==> src/rtl/hb_pkg.sv <==
package hb_pkg;

   typedef enum logic [1:0] {
      CMD_CCW   = 2'b00,
      CMD_CW    = 2'b01,
      CMD_BRAKE = 2'b10,
      CMD_FLOAT = 2'b11
   } hb_cmd_e;

   typedef struct packed {
      logic [1:0] hs;
      logic [1:0] ls;
   } hb_gate_t;

   function automatic hb_gate_t hb_decode(input logic [1:0] cmd);
      hb_gate_t g;
      case (cmd)
         CMD_CCW:   begin g.hs = 2'b01; g.ls = 2'b10; end
         CMD_CW:    begin g.hs = 2'b10; g.ls = 2'b01; end
         CMD_BRAKE: begin g.hs = 2'b00; g.ls = 2'b11; end
         default:   begin g.hs = 2'b00; g.ls = 2'b00; end
      endcase
      return g;
   endfunction

endpackage

==> src/rtl/hb_sync.sv <==
module hb_sync #(
   parameter int          W       = 2,
   parameter int          STAGES  = 2,
   parameter logic [W-1:0] RST_VAL = '1
) (
   input  logic         clk,
   input  logic         rst_n,
   input  logic [W-1:0] d,
   output logic [W-1:0] q
);
   if (STAGES < 2) begin : g_bad_stages
      $error("hb_sync: STAGES must be at least 2");
   end

   logic [W-1:0] st [STAGES];

   always_ff @(posedge clk or negedge rst_n) begin
      if (!rst_n) begin
         for (int i = 0; i < STAGES; i++) st[i] <= RST_VAL;
      end else begin
         st[0] <= d;
         for (int i = 1; i < STAGES; i++) st[i] <= st[i-1];
      end
   end

   assign q = st[STAGES-1];
endmodule

==> src/rtl/hb_leg.sv <==
module hb_leg #(
   parameter int DEAD_CYC = 50
) (
   input  logic clk,
   input  logic rst_n,
   input  logic req_hs,
   input  logic req_ls,
   output logic hs_q,
   output logic ls_q
);
   localparam int DW = $clog2(DEAD_CYC + 1);

   if (DEAD_CYC < 1) begin : g_bad_dead
      $error("hb_leg: DEAD_CYC must be at least 1");
   end

   logic [DW-1:0] dcnt;
   logic          drop;

   // a transistor that is on but no longer requested must go off first
   assign drop = (hs_q & ~req_hs) | (ls_q & ~req_ls);

   always_ff @(posedge clk or negedge rst_n) begin
      if (!rst_n) begin
         hs_q <= 1'b0;
         ls_q <= 1'b0;
         dcnt <= '0;
      end else if (drop) begin
         hs_q <= hs_q & req_hs;
         ls_q <= ls_q & req_ls;
         dcnt <= DW'(DEAD_CYC);
      end else if (dcnt != '0) begin
         dcnt <= dcnt - 1'b1;
      end else begin
         hs_q <= req_hs & ~req_ls;
         ls_q <= req_ls & ~req_hs;
      end
   end

   p_no_shoot_r4: assert property (@(posedge clk) disable iff (!rst_n)
      !(hs_q && ls_q));
   p_hs_gap_r4: assert property (@(posedge clk) disable iff (!rst_n)
      $rose(hs_q) |-> !$past(ls_q));
   p_ls_gap_r4: assert property (@(posedge clk) disable iff (!rst_n)
      $rose(ls_q) |-> !$past(hs_q));
endmodule

==> src/rtl/hb_fault_qual.sv <==
module hb_fault_qual #(
   parameter int QUAL_CYC = 4000
) (
   input  logic clk,
   input  logic rst_n,
   input  logic qual_fault,
   input  logic instant_fault,
   input  logic clear,
   output logic err_q
);
   localparam int QW = $clog2(QUAL_CYC + 1);

   if (QUAL_CYC < 2) begin : g_bad_qual
      $error("hb_fault_qual: QUAL_CYC must be at least 2");
   end

   logic [QW-1:0] cnt;
   logic          trip;

   assign trip = !clear && qual_fault && (cnt == QW'(QUAL_CYC - 1));

   always_ff @(posedge clk or negedge rst_n) begin
      if (!rst_n) begin
         cnt <= '0;
      end else if (clear || !qual_fault || trip) begin
         cnt <= '0;
      end else begin
         cnt <= cnt + 1'b1;
      end
   end

   always_ff @(posedge clk or negedge rst_n) begin
      if (!rst_n) begin
         err_q <= 1'b0;
      end else if (instant_fault || trip) begin
         err_q <= 1'b1;
      end else if (clear) begin
         err_q <= 1'b0;
      end
   end

   p_otemp_r7: assert property (@(posedge clk) disable iff (!rst_n)
      instant_fault |=> err_q);
   p_trip_r5: assert property (@(posedge clk) disable iff (!rst_n)
      $rose(err_q) |-> ($past(instant_fault) || $past(cnt) == QW'(QUAL_CYC - 1)));
   p_restart_r6: assert property (@(posedge clk) disable iff (!rst_n)
      !qual_fault |=> (cnt == '0));
   p_hold_r10: assert property (@(posedge clk) disable iff (!rst_n)
      (err_q && !clear) |=> err_q);
   p_clear_r10: assert property (@(posedge clk) disable iff (!rst_n)
      (clear && !instant_fault) |=> !err_q);
endmodule

==> src/rtl/hb_supervisor.sv <==
module hb_supervisor #(
   parameter int QUAL_CYC    = 4000,
   parameter int DEAD_CYC    = 50,
   parameter int SYNC_STAGES = 2
) (
   input  logic       clk,
   input  logic       rst_n,
   input  logic       ctl_a,
   input  logic       ctl_b,
   input  logic       flt_hs_short,
   input  logic       flt_ls_ovc,
   input  logic       flt_otemp,
   input  logic       flt_uv,
   input  logic       ol_q1_high,
   input  logic       ol_q2_low,
   output logic [1:0] gate_hs,
   output logic [1:0] gate_ls,
   output logic       err_n
);
   import hb_pkg::*;

   localparam int NLEG = 2;

   logic [1:0] cmd;
   logic [1:0] cmd_q;
   logic       cmd_change;
   logic       err_q;
   logic       kill;
   logic       ol_fault;
   logic       qual_fault;
   hb_gate_t   dec;
   logic [NLEG-1:0] leg_hs;
   logic [NLEG-1:0] leg_ls;

   hb_sync #(.W(2), .STAGES(SYNC_STAGES), .RST_VAL(2'b11)) i_sync (
      .clk  (clk),
      .rst_n(rst_n),
      .d    ({ctl_a, ctl_b}),
      .q    (cmd)
   );

   always_ff @(posedge clk or negedge rst_n) begin
      if (!rst_n) cmd_q <= 2'b11;
      else        cmd_q <= cmd;
   end

   assign cmd_change = (cmd != cmd_q);
   assign dec        = hb_decode(cmd);
   assign ol_fault   = (cmd == CMD_FLOAT) && ol_q1_high && ol_q2_low;
   assign qual_fault = flt_hs_short || flt_ls_ovc || ol_fault;
   assign kill       = err_q || flt_uv || flt_otemp;

   hb_fault_qual #(.QUAL_CYC(QUAL_CYC)) i_qual (
      .clk          (clk),
      .rst_n        (rst_n),
      .qual_fault   (qual_fault),
      .instant_fault(flt_otemp),
      .clear        (cmd_change),
      .err_q        (err_q)
   );

   for (genvar g = 0; g < NLEG; g++) begin : g_leg
      hb_leg #(.DEAD_CYC(DEAD_CYC)) i_leg (
         .clk   (clk),
         .rst_n (rst_n),
         .req_hs(dec.hs[g] & ~kill),
         .req_ls(dec.ls[g] & ~kill),
         .hs_q  (leg_hs[g]),
         .ls_q  (leg_ls[g])
      );
   end

   // immediate cut for overtemperature and undervoltage, latch holds it off
   assign gate_hs = leg_hs & {NLEG{~kill}};
   assign gate_ls = leg_ls & {NLEG{~kill}};
   assign err_n   = ~err_q;

   p_uv_noerr_r8: assert property (@(posedge clk) disable iff (!rst_n)
      (flt_uv && !flt_otemp && !qual_fault && !err_q) |=> !err_q);
   p_ol_gate_r9: assert property (@(posedge clk) disable iff (!rst_n)
      (cmd != CMD_FLOAT && !flt_hs_short && !flt_ls_ovc && !flt_otemp && !err_q)
      |=> !err_q);
endmodule

==> config.mk <==
export PLATFORM = sky130hd
export DESIGN_NAME = hb_supervisor
export DESIGN_NICKNAME = d
export VERILOG_FILES = /design/src/rtl/hb_pkg.sv /design/src/rtl/hb_sync.sv /design/src/rtl/hb_leg.sv /design/src/rtl/hb_fault_qual.sv /design/src/rtl/hb_supervisor.sv
export SDC_FILE = /design/constraint.sdc
export NUM_CORES = 1
export LEC_CHECK = 0
export ABC_CLOCK_PERIOD_IN_PS = 2000
export BUFFER_PORTS_ARGS = -buffer_cell sky130_fd_sc_hd__clkbuf_2
export CAP_MARGIN = 40
export CORE_ASPECT_RATIO = 1.75
export CORE_MARGIN = 1
export CORE_UTILIZATION = 55
export DETAILED_ROUTE_END_ITERATION = 16
export GPL_TIMING_DRIVEN = 0
export PLACE_DENSITY = 0.8
export SLEW_MARGIN = 20
export SYNTH_ARGS = -nofsm -noshare
export SYNTH_HDL_FRONTEND = slang
export SYNTH_HIERARCHICAL = 1
export SYNTH_SLANG_ARGS = --single-unit
==> constraint.sdc <==
create_clock -name clk -period 2 [get_ports clk]
set_input_delay 0.2 -clock clk [delete_from_list [all_inputs] [get_ports clk]]
set_output_delay 0.2 -clock clk [all_outputs]
set_load 0.02 [all_outputs]
* Word level (Yosys, flattened, before mapping) *
Index checks and enable logic that the tools add are counted.

storage, ports and cells
  logic and storage cells = 82
  input port bits = 10
  output and inout port bits = 5
  bits in registers = 35

cells by class
  muxes and demuxes = 16
  $add $sub $neg = 3
  reduce and logical (&&, ||, !) cells = 19
  bitwise logic cells = 26
  eq/ne operators = 7

operator list
  kind                     number
  $mux W6                  4
  $and A1 B1 Y1            16
  $add A12 B1 Y12 const B  1
  $eq A12 B12 Y1 const B   1
  $mux W12                 1
  $pmux W4 S3              1
  $reduce_bool A6 Y1       2
  $sub A6 B1 Y6 const B    2
  $mux W1                  10
  $logic_or A1 B1 Y1       7
  $not A1 Y1               6
  $reduce_bool A2 Y1       3
  $and A2 B2 Y2            2
  $eq A2 B2 Y1 const B     2
  $logic_and A1 B1 Y1      4
  $ne A2 B1 Y1 const B     2
  $eq A2 B1 Y1 const B     1
  $logic_not A1 Y1         2
  $logic_not A2 Y1         1
  $ne A2 B2 Y1             1
  $or A1 B1 Y1             2

* Longest topological paths before layout *
Gate-level depths: netlist of run 1.

  depth after elaboration = 8
  gate-level depth with buffers = 7
  mapped depth without buffers = 6

* Hierarchy *
Netlist of run 1, hierarchy kept.

modules (own cells, without submodules)
  module         area an instance (um^2)  seq. area each (um^2)  instances  cells each
  hb_leg         452.9                    200.2                  2          45
  hb_fault_qual  626.9                    325.3                  1          63
  hb_supervisor  215.2                    52.6                   1          22
  hb_sync        120.1                    105.1                  1          6

* Least setup slack after synthesis of run 1 *
Ideal clock, no wire load.

  path kind = register to register
  start = reg i_sync.st, in the netlist i_sync/q[0]
  end = reg g_leg[1].i_leg.dcnt[5]
  period minus slack after synthesis = 1.707 ns
  arrival time = 1.570 ns
  library setup time = 0.137 ns
  cell stages (with the launch flop) = 7
  buffers on the path = 1
  data required time = 1.863 ns
  setup slack = 0.293 ns
  cells stage by stage = dfstp_2 buf_4 ha_1 nor4b_1 inv_1 a22oi_1 o211ai_1

between the ends
  cells in the longest elaborated chain, start to end = 7
  elaborated cells on any way between the ends = 13
  classes of those cells = eq/ne: 2; mux: 2; bitwise: 7; reduce/logical: 2

ends and longest elaborated chain
  element                                        line                                      source
  from (decl)                                    hb_sync.sv:15                             logic [W-1:0] st [STAGES];
  $eq A2 B2 Y1, or another cell as far along     hb_pkg.sv:17                              case (cmd)
  $pmux W4 S3 (*)                                hb_pkg.sv:17
  $and A1 B1 Y1 (on tied branches)               hb_supervisor.sv:66, hb_supervisor.sv:67
  $not A1 Y1                                     hb_leg.sv:21                              assign drop = (hs_q & ~req_hs) | (ls_q & ~req_ls);
  $and A1 B1 Y1                                  hb_leg.sv:21
  $or A1 B1 Y1 (*)                               hb_leg.sv:21
  $mux W6 or $reduce_bool A2 Y1 (tied branches)  --
  to (signal assigned)                           hb_leg.sv:31                              dcnt <= DW'(DEAD_CYC);
  to (signal assigned)                           hb_leg.sv:33                              dcnt <= dcnt - 1'b1;
  to (decl)                                      hb_leg.sv:17                              logic [DW-1:0] dcnt;

Mark *: on every way between the ends. The rest lies on a longest branch, timed or not.
A chain may end at the register's enable or synchronous reset.

* Worst setup path after layout of run 1 *
Same ends and word-level chain as after synthesis.

==> summary.txt, run 1 <==
STA
  • Fmax achieved: around 550 MHz
  • Final Max Tran Viols: 0
  • Least-Margin Pin Slew: 442 ps
  • Rel. slew slack: 70.5%
  • Min Tclk post-route: about 1800 ps
  • RSZ-0062 raised after global routing: no
  • Final period util: 90.2%
  • Final Hold Fails: 0
  • # setup viols final: 0
  • Setup TNS: 0 ps
  • Clock Skews: 9.47 ps

Layout
  • Core Util, Final: roughly 68%
  • Final Non-Filler Cells: 250
  • Share of cells above drive strength 1: 19.8%
  • N_diodes: 0
  • Layout area overhead: 15.2%
  • Fin area: roughly 2200 um^2
  • Post-layout nets: around 230

Yosys
  • Synth cell count leaders: 29 x dfrtp_1, 18 x inv_1, 9 x a21oi_1, 9 x ha_1
  • Post-synthesis sequential area ratio: between 40% and 50%
  • Compound-Gate Fraction of Synth Area: between 15 and 20%
  • Simple-gate share of the synthesized area: between 15 and 20%
  • Main synth FF type: dfrtp_1
  • Main area contributors after synthesis: dfrtp_1 39%, dfstp_2 8.4%, ha_1 6.0%
  • Yosys top cell by area: dfrtp_1
  • Xor-xnor portion of the synthesized cell area: 4.22%
  • Distinct cells, synth: 38
  • Syn_nets: 200
  • Register bit total from synthesis: 35
  • FFs w/ async S/R, synth: 100%
  • Synth Instances: between 150 and 200
  • Synth Cell Area: between 1500 and 2000 um^2
  • Post-synth EDFFs: 0
  • Most common cell in the netlist: dfrtp_1
  • Largest family of logic cells by synthesized area: simple AND/OR/NAND/NOR gates
  • Yosys warns: 6
  • Share of the synthesized area in the top cell type: 38.8%
  • Synth Area in Adders: around 6%
  • Mux cell area share after synthesis: 0%
  • Mean Syn Cell Area: 10.3 um^2

Critical path
  • Worst setup path startpoint: i_sync/q[0]$_DFF_PN1_
  • CP max FO: 5
  • Worst flop-to-flop path endpoint: g_leg[1].i_leg/dcnt[5]$_DFFE_PN0P_
  • Worst r2r src: i_sync/q[0]$_DFF_PN1_
  • Flop2flop setup slack: 200 ps
  • Worst setup EP type: flop
  • CP required: 2150 ps
  • Startpoint types: flop
  • CP Capture Point: g_leg[1].i_leg/dcnt[5]$_DFFE_PN0P_
  • Worst EP arrival: ~2000 ps
  • Worst reg2reg path depth: 6
  • Setup CP Type: reg2reg

Drt
  • Total length of routed wires: around 3500 um
  • Final antenna-violating net count: 0
  • Average routed wire per standard cell: about 14 um
  • TritonRoute pass-1 iters: 4
  • Via count: roughly 1400
  • Routed vias/inst: about 5.7
  • Iter 0 DRT Violations: 32
  • Post-route DRC: 0

GRT
  • Initial antenna violation count: 0
  • Overall Global Routing Usage: between 20% and 30%
  • First-pass GRT wire length: 5910 um
  • Largest net degree at the start of global routing: 36
  • Vias in the first global route: about 1400
  • GRT overflow: 0

Pwr
  • P per Cell Area: approximately 640 nW/um^2
  • VDD IR max: ~0.00048 V
  • Pleak: between 0.9 and 1 nW

Place
  • IO buf count: 14
  • DP HPWL: 2550 um
  • Dpl cells: 238
  • Dpl cell area: 1990 um^2
  • Placer Congestion: about 0.74

Floorplan
  • Initial Util: between 50% and 60%
  • # IOs: 15
  • Core outline area: roughly 3200 um^2
  • Die area: 3640 um^2
  • Die H: 79.1 um
  • Die width: 46.1 um
  • Num rows: 27

Clock network
  • Total CTS buffers: 5
  • CTS tree: done
  • Clk sinks: 35
  • Buffer depth of the longest clock path: 2
  • H-tree depth: 2
  • Clock transition at path regs: around 80 ps
  • Root Buffer: clkbuf_8
  • Worst skew pair latency: a little under 300 ps

Flow run
  • Max Cap Viol: 0

Hold path
  • Type of the tightest min-delay check: in2reg

Status
  • Status: finished, final reports clean
[power by group]
group | total [mW] | internal, mW | switching (mW)
Sequential | 0.732 | 0.723 | 0.00842
Clock | 0.568 | 0.313 | 0.255
Combinational | 0.0837 | 0.0351 | 0.0486
Total | 1.38 | 1.07 | 0.312
[registers in the layout (all words and copies together), names as in the netlist]
name	flops
i_qual/err_q	1
i_qual/cnt	12
i_sync/q	2
g_leg.i_leg/dcnt	12
i_sync/st	2
cmd_q	2
g_leg.i_leg/hs_q	2
g_leg.i_leg/ls_q	2
[what timing repair did]
item,CTS,global route
gates resized for setup,1,0
hold endpoints to repair,2,6
hold buffers,2,1
buffers inserted,0,0
endpoints found under the setup margin,1,0
[layer usage]
layer	up-vias	track usage, %	routed length [um]
li1	695	-	-
met1	696	22.4	1380
met2	18	41.4	2000
met3	7	4.09	76
met4	0	9.71	62
met5	-	0	0
[critical path, stage by stage, from the launching register on]
cell	delay, ps
dfstp_2	530
buf_4	130
ha_1	180
nor4b_2	350
inv_1	130
a22oi_1	230
o211ai_1	130
[worst min-delay path by stage]
stage | start | cells past startpoint | end | slack, ps
final | flt_otemp | 2 | i_qual/err_q$_DFFE_PN0P_ | 190
after CTS | rst_n | 1 | g_leg[0].i_leg/dcnt[0]$_DFFE_PN0P_ | 30
after global routing | flt_otemp | 2 | i_qual/err_q$_DFFE_PN0P_ | 200
after global placement | ctl_b | 1 | i_sync/st[2]$_DFF_PN1_ | 290
after detailed placement | ctl_b | 1 | i_sync/st[2]$_DFF_PN1_ | 290
after floorplan | rst_n | 0 | g_leg[0].i_leg/dcnt[0]$_DFFE_PN0P_ | -100
[kinds of logic (layout without fill, tap and decap cells)]
logic type / count (synthesis) / count (layout)
DFF: 35 / 35
and+or+nand+nor: 59 / 59
AOI/OAI and AO/OA: 46 / 46
xor gates and xnor gates: 9 / 9
adders and majority gates: 9 / 9
buffers and inverters: 23 / 49
[placed cells by master, fill, tap and decap left out, drive strengths merged, types with 4 or more instances in the layout]
master / Yosys / routed
nand2b: 5 / 5
a211oi: 4 / 4
nor3: 7 / 7
ha: 9 / 9
nor3b: 4 / 4
dfstp: 6 / 6
buf: 5 / 6
nand3: 5 / 5
or4: 5 / 5
xnor2: 7 / 7
o31a: 4 / 4
or3: 8 / 8
o31ai: 5 / 5
inv: 18 / 18
nand2: 4 / 4
and2: 6 / 6
nor2: 7 / 7
a21oi: 9 / 9
dfrtp: 29 / 29
clkbuf: 0 / 21
o21ai: 12 / 12
[area by class of cell]
| cell class | count | area (um^2) |
|---|---|---|
| clock inverter | 1 | 7.51 |
| buffer | 5 | 45.0 |
| inverter | 18 | 67.6 |
| fill | 252 | 1020 |
| clock buffer | 7 | 96.3 |
| sequential | 35 | 883 |
| timing repair buffer | 18 | 120 |
| tap | 43 | 53.8 |
| multi-input combinational | 123 | 878 |
[per-stage QoR]
step,hold WS (ps),total power [mW],setup WS (ps)
after floorplan,-95.6,0.781,293
after global placement,288,0.813,38.3
after detailed placement,292,0.817,19.4
after CTS,34.1,1.39,222
after global routing,196,1.44,49.3
final,187,1.38,196
(Power assumes the default switching activity.)
==> run 2: changes to the inputs <==
ABC_AREA = 1   (was not set)
==> summary.txt, run 2 <==
Status
  • Status: finished, final reports clean

Floorplan
  • # IOs: 15
  • Initial Util: just under 60%
  • Die area: about 4100 um^2
  • Num rows: 29
  • Die width: about 50 um
  • Core outline area: about 3600 um^2
  • Die H: between 80 and 90 um

Yosys
  • Most common cell in the netlist: nand2_1
  • Register bit total from synthesis: 35
  • Synth cell count leaders: 77 x nand2_1, 49 x inv_1, 30 x nor2_1
  • FFs w/ async S/R, synth: between 90% and 100%
  • Synth Instances: around 270
  • Share of the synthesized area in the top cell type: 34.6%
  • Yosys top cell by area: dfrtp_1
  • Main area contributors after synthesis: dfrtp_1 35%, nand2_1 14%, inv_1 8.8%
  • Synth Cell Area: 2100 um^2
  • Post-synth EDFFs: 0
  • Yosys warns: 6
  • Main synth FF type: dfrtp_1
  • Post-synthesis sequential area ratio: 42.1%
  • Syn_nets: just under 300
  • Mean Syn Cell Area: about 7.7 um^2
  • Distinct cells, synth: 24

GRT
  • Initial antenna violation count: 0
  • Met2 Track Usage GR: a little over two fifths
  • Vias in the first global route: approximately 1700
  • Met1 Use GR: 21.4%
  • Grt met3 use: under 10%
  • Overall Global Routing Usage: between 20% and 30%
  • Largest net degree at the start of global routing: 20
  • First-pass GRT wire length: between 6000 and 7000 um
  • GRT Max-Usage Layer: met2
  • GRT overflow: 0

STA
  • Final Max Tran Viols: 0
  • Fmax achieved: around 560 MHz
  • Final Hold Fails: 0
  • Least-Margin Pin Slew: ~480 ps
  • Rel. slew slack: 68.1%
  • Setup TNS: 0 ps
  • Final worst slack: approximately 210 ps
  • RSZ-0062 raised after global routing: no
  • Clock Skews: 5.46 ps
  • Final period util: roughly nine tenths
  • Min Tclk post-route: 1790 ps
  • # setup viols final: 0

Layout
  • Post-layout nets: roughly 320
  • Fin area: between 2000 and 2500 um^2
  • Most frequent cells in the layout: 77 x nand2_1, 49 x inv_1, 30 x nor2_1
  • Fillers: roughly 340
  • Share of cells above drive strength 1: 19.8%
  • Core Util, Final: between 60% and 70%
  • Area occupied by registers: slightly below 900 um^2
  • N_diodes: 0
  • Commonest non-fill, non-tap cell in the layout: nand2_1
  • Layout area overhead: 12.7%
  • Multi-input gate area: about 1000 um^2
  • Top flop regs: g_leg.i_leg/dcnt (12), i_qual/cnt (12)

Clock network
  • CTS tree: done
  • Root Buffer: clkbuf_8
  • Setup Buffers After CTS: 0
  • Buffer depth of the longest clock path: 2
  • Total CTS buffers: 5
  • Clk sinks: 35
  • Worst skew pair latency: ~290 ps
  • Clock transition at path regs: ~70 ps
  • H-tree depth: 2

Hold path
  • End of the worst hold path: i_qual/err_q$_DFFE_PN0P_
  • Hold wc startpoint: flt_otemp
  • Hold depth: 2
  • Type of the tightest min-delay check: in2reg

Drt
  • Post-route DRC: 0
  • Average routed wire per standard cell: roughly 11 um
  • TritonRoute pass-1 iters: 4
  • Via count: 1660
  • Routed vias/inst: approximately 4.8
  • Total length of routed wires: 3640 um
  • Final antenna-violating net count: 0
  • Iter 0 DRT Violations: 22

Critical path
  • CP max FO: 6
  • Worst EP arrival: a little under 2000 ps
  • CP required: roughly 2200 ps
  • Worst setup path startpoint: i_sync/q[1]$_DFF_PN1_
  • Setup CP Type: reg2reg
  • Worst reg2reg path depth: 10
  • Worst setup EP type: flop
  • Flop2flop setup slack: 210 ps
  • Worst flop-to-flop path endpoint: g_leg[0].i_leg/ls_q$_DFFE_PN0P_
  • Worst r2r src: i_sync/q[1]$_DFF_PN1_
  • Startpoint types: flop

Pwr
  • VDD IR max: about 0.00047 V
  • Tot Pwr: around 1.3 mW
  • Pleak: 1.19 nW
  • P per Cell Area: 547 nW/um^2

Place
  • Dpl cell area: 2250 um^2
  • DP HPWL: ~2900 um
  • Placer Congestion: about 0.80
  • IO buf count: 14
  • Place WS: between 200 and 250 ps

Flow run
  • Max Cap Viol: 0
==> run 2: cell families after synthesis <==
family,Yosys count,share of synthesized area (%)
and+or+nand+nor,159,36.9
DFF,35,42.1
buffers and inverters,55,10.2
adders and majority gates,9,5.36
xor gates and xnor gates,7,2.92
AOI/OAI and AO/OA,7,2.50
==> run 2: through the flow <==
step	hold WS [ps]	std cells
floorplan	-95.6	272
global placement	287	332
detailed placement	181	333
CTS	128	344
global route	148	344
finish	140	344
==> run 2: final cells by class <==
type / instances / area share [%]
multi-input combinational: 182 / 42.4
sequential: 35 / 37.3
inverter: 53 / 8.41
timing repair buffer: 18 / 5.39
clock buffer: 7 / 3.23
tap: 46 / 2.43
buffer: 2 / 0.635
clock inverter: 1 / 0.212
==> run 2: critical path: stages, from the launching register on <==
cell and delay, ps:
dfstp_2 520, buf_4 120, inv_1 70, ha_1 270, inv_1 30, nor2_1 200
o21ai_2 130, inv_2 140, nand2_1 90, nand2_1 70, nand2_1 40
==> run 2: metal layers <==
layer	routed length [um]	vias up
met5	0	-
met4	70	0
met3	83	5
met2	2060	19
met1	1430	768
li1	-	868
==> run 2: timing repair <==
| action | 4_1_cts | 5_1_grt |
|---|---|---|
| hold buffers | 3 | 0 |
| endpoints found under the hold margin | 15 | 0 |
| gates resized for setup | 0 | 0 |
==> run 2: power by group <==
group	switching, mW	internal, mW
sequential	0.00483	0.723
combinational	0.0492	0.0331
clock	0.242	0.244
==> run 2: worst max-delay path by stage <==
stage / slack (ps) / cells past startpoint / to
floorplan: 370 / 10 / g_leg[0].i_leg/hs_q$_DFFE_PN0P_
global placement: 240 / 10 / g_leg[0].i_leg/ls_q$_DFFE_PN0P_
detailed placement: 200 / 10 / g_leg[0].i_leg/ls_q$_DFFE_PN0P_
CTS: 200 / 10 / g_leg[0].i_leg/ls_q$_DFFE_PN0P_
global route: 20 / 10 / g_leg[0].i_leg/ls_q$_DFFE_PN0P_
finish: 210 / 10 / g_leg[0].i_leg/ls_q$_DFFE_PN0P_
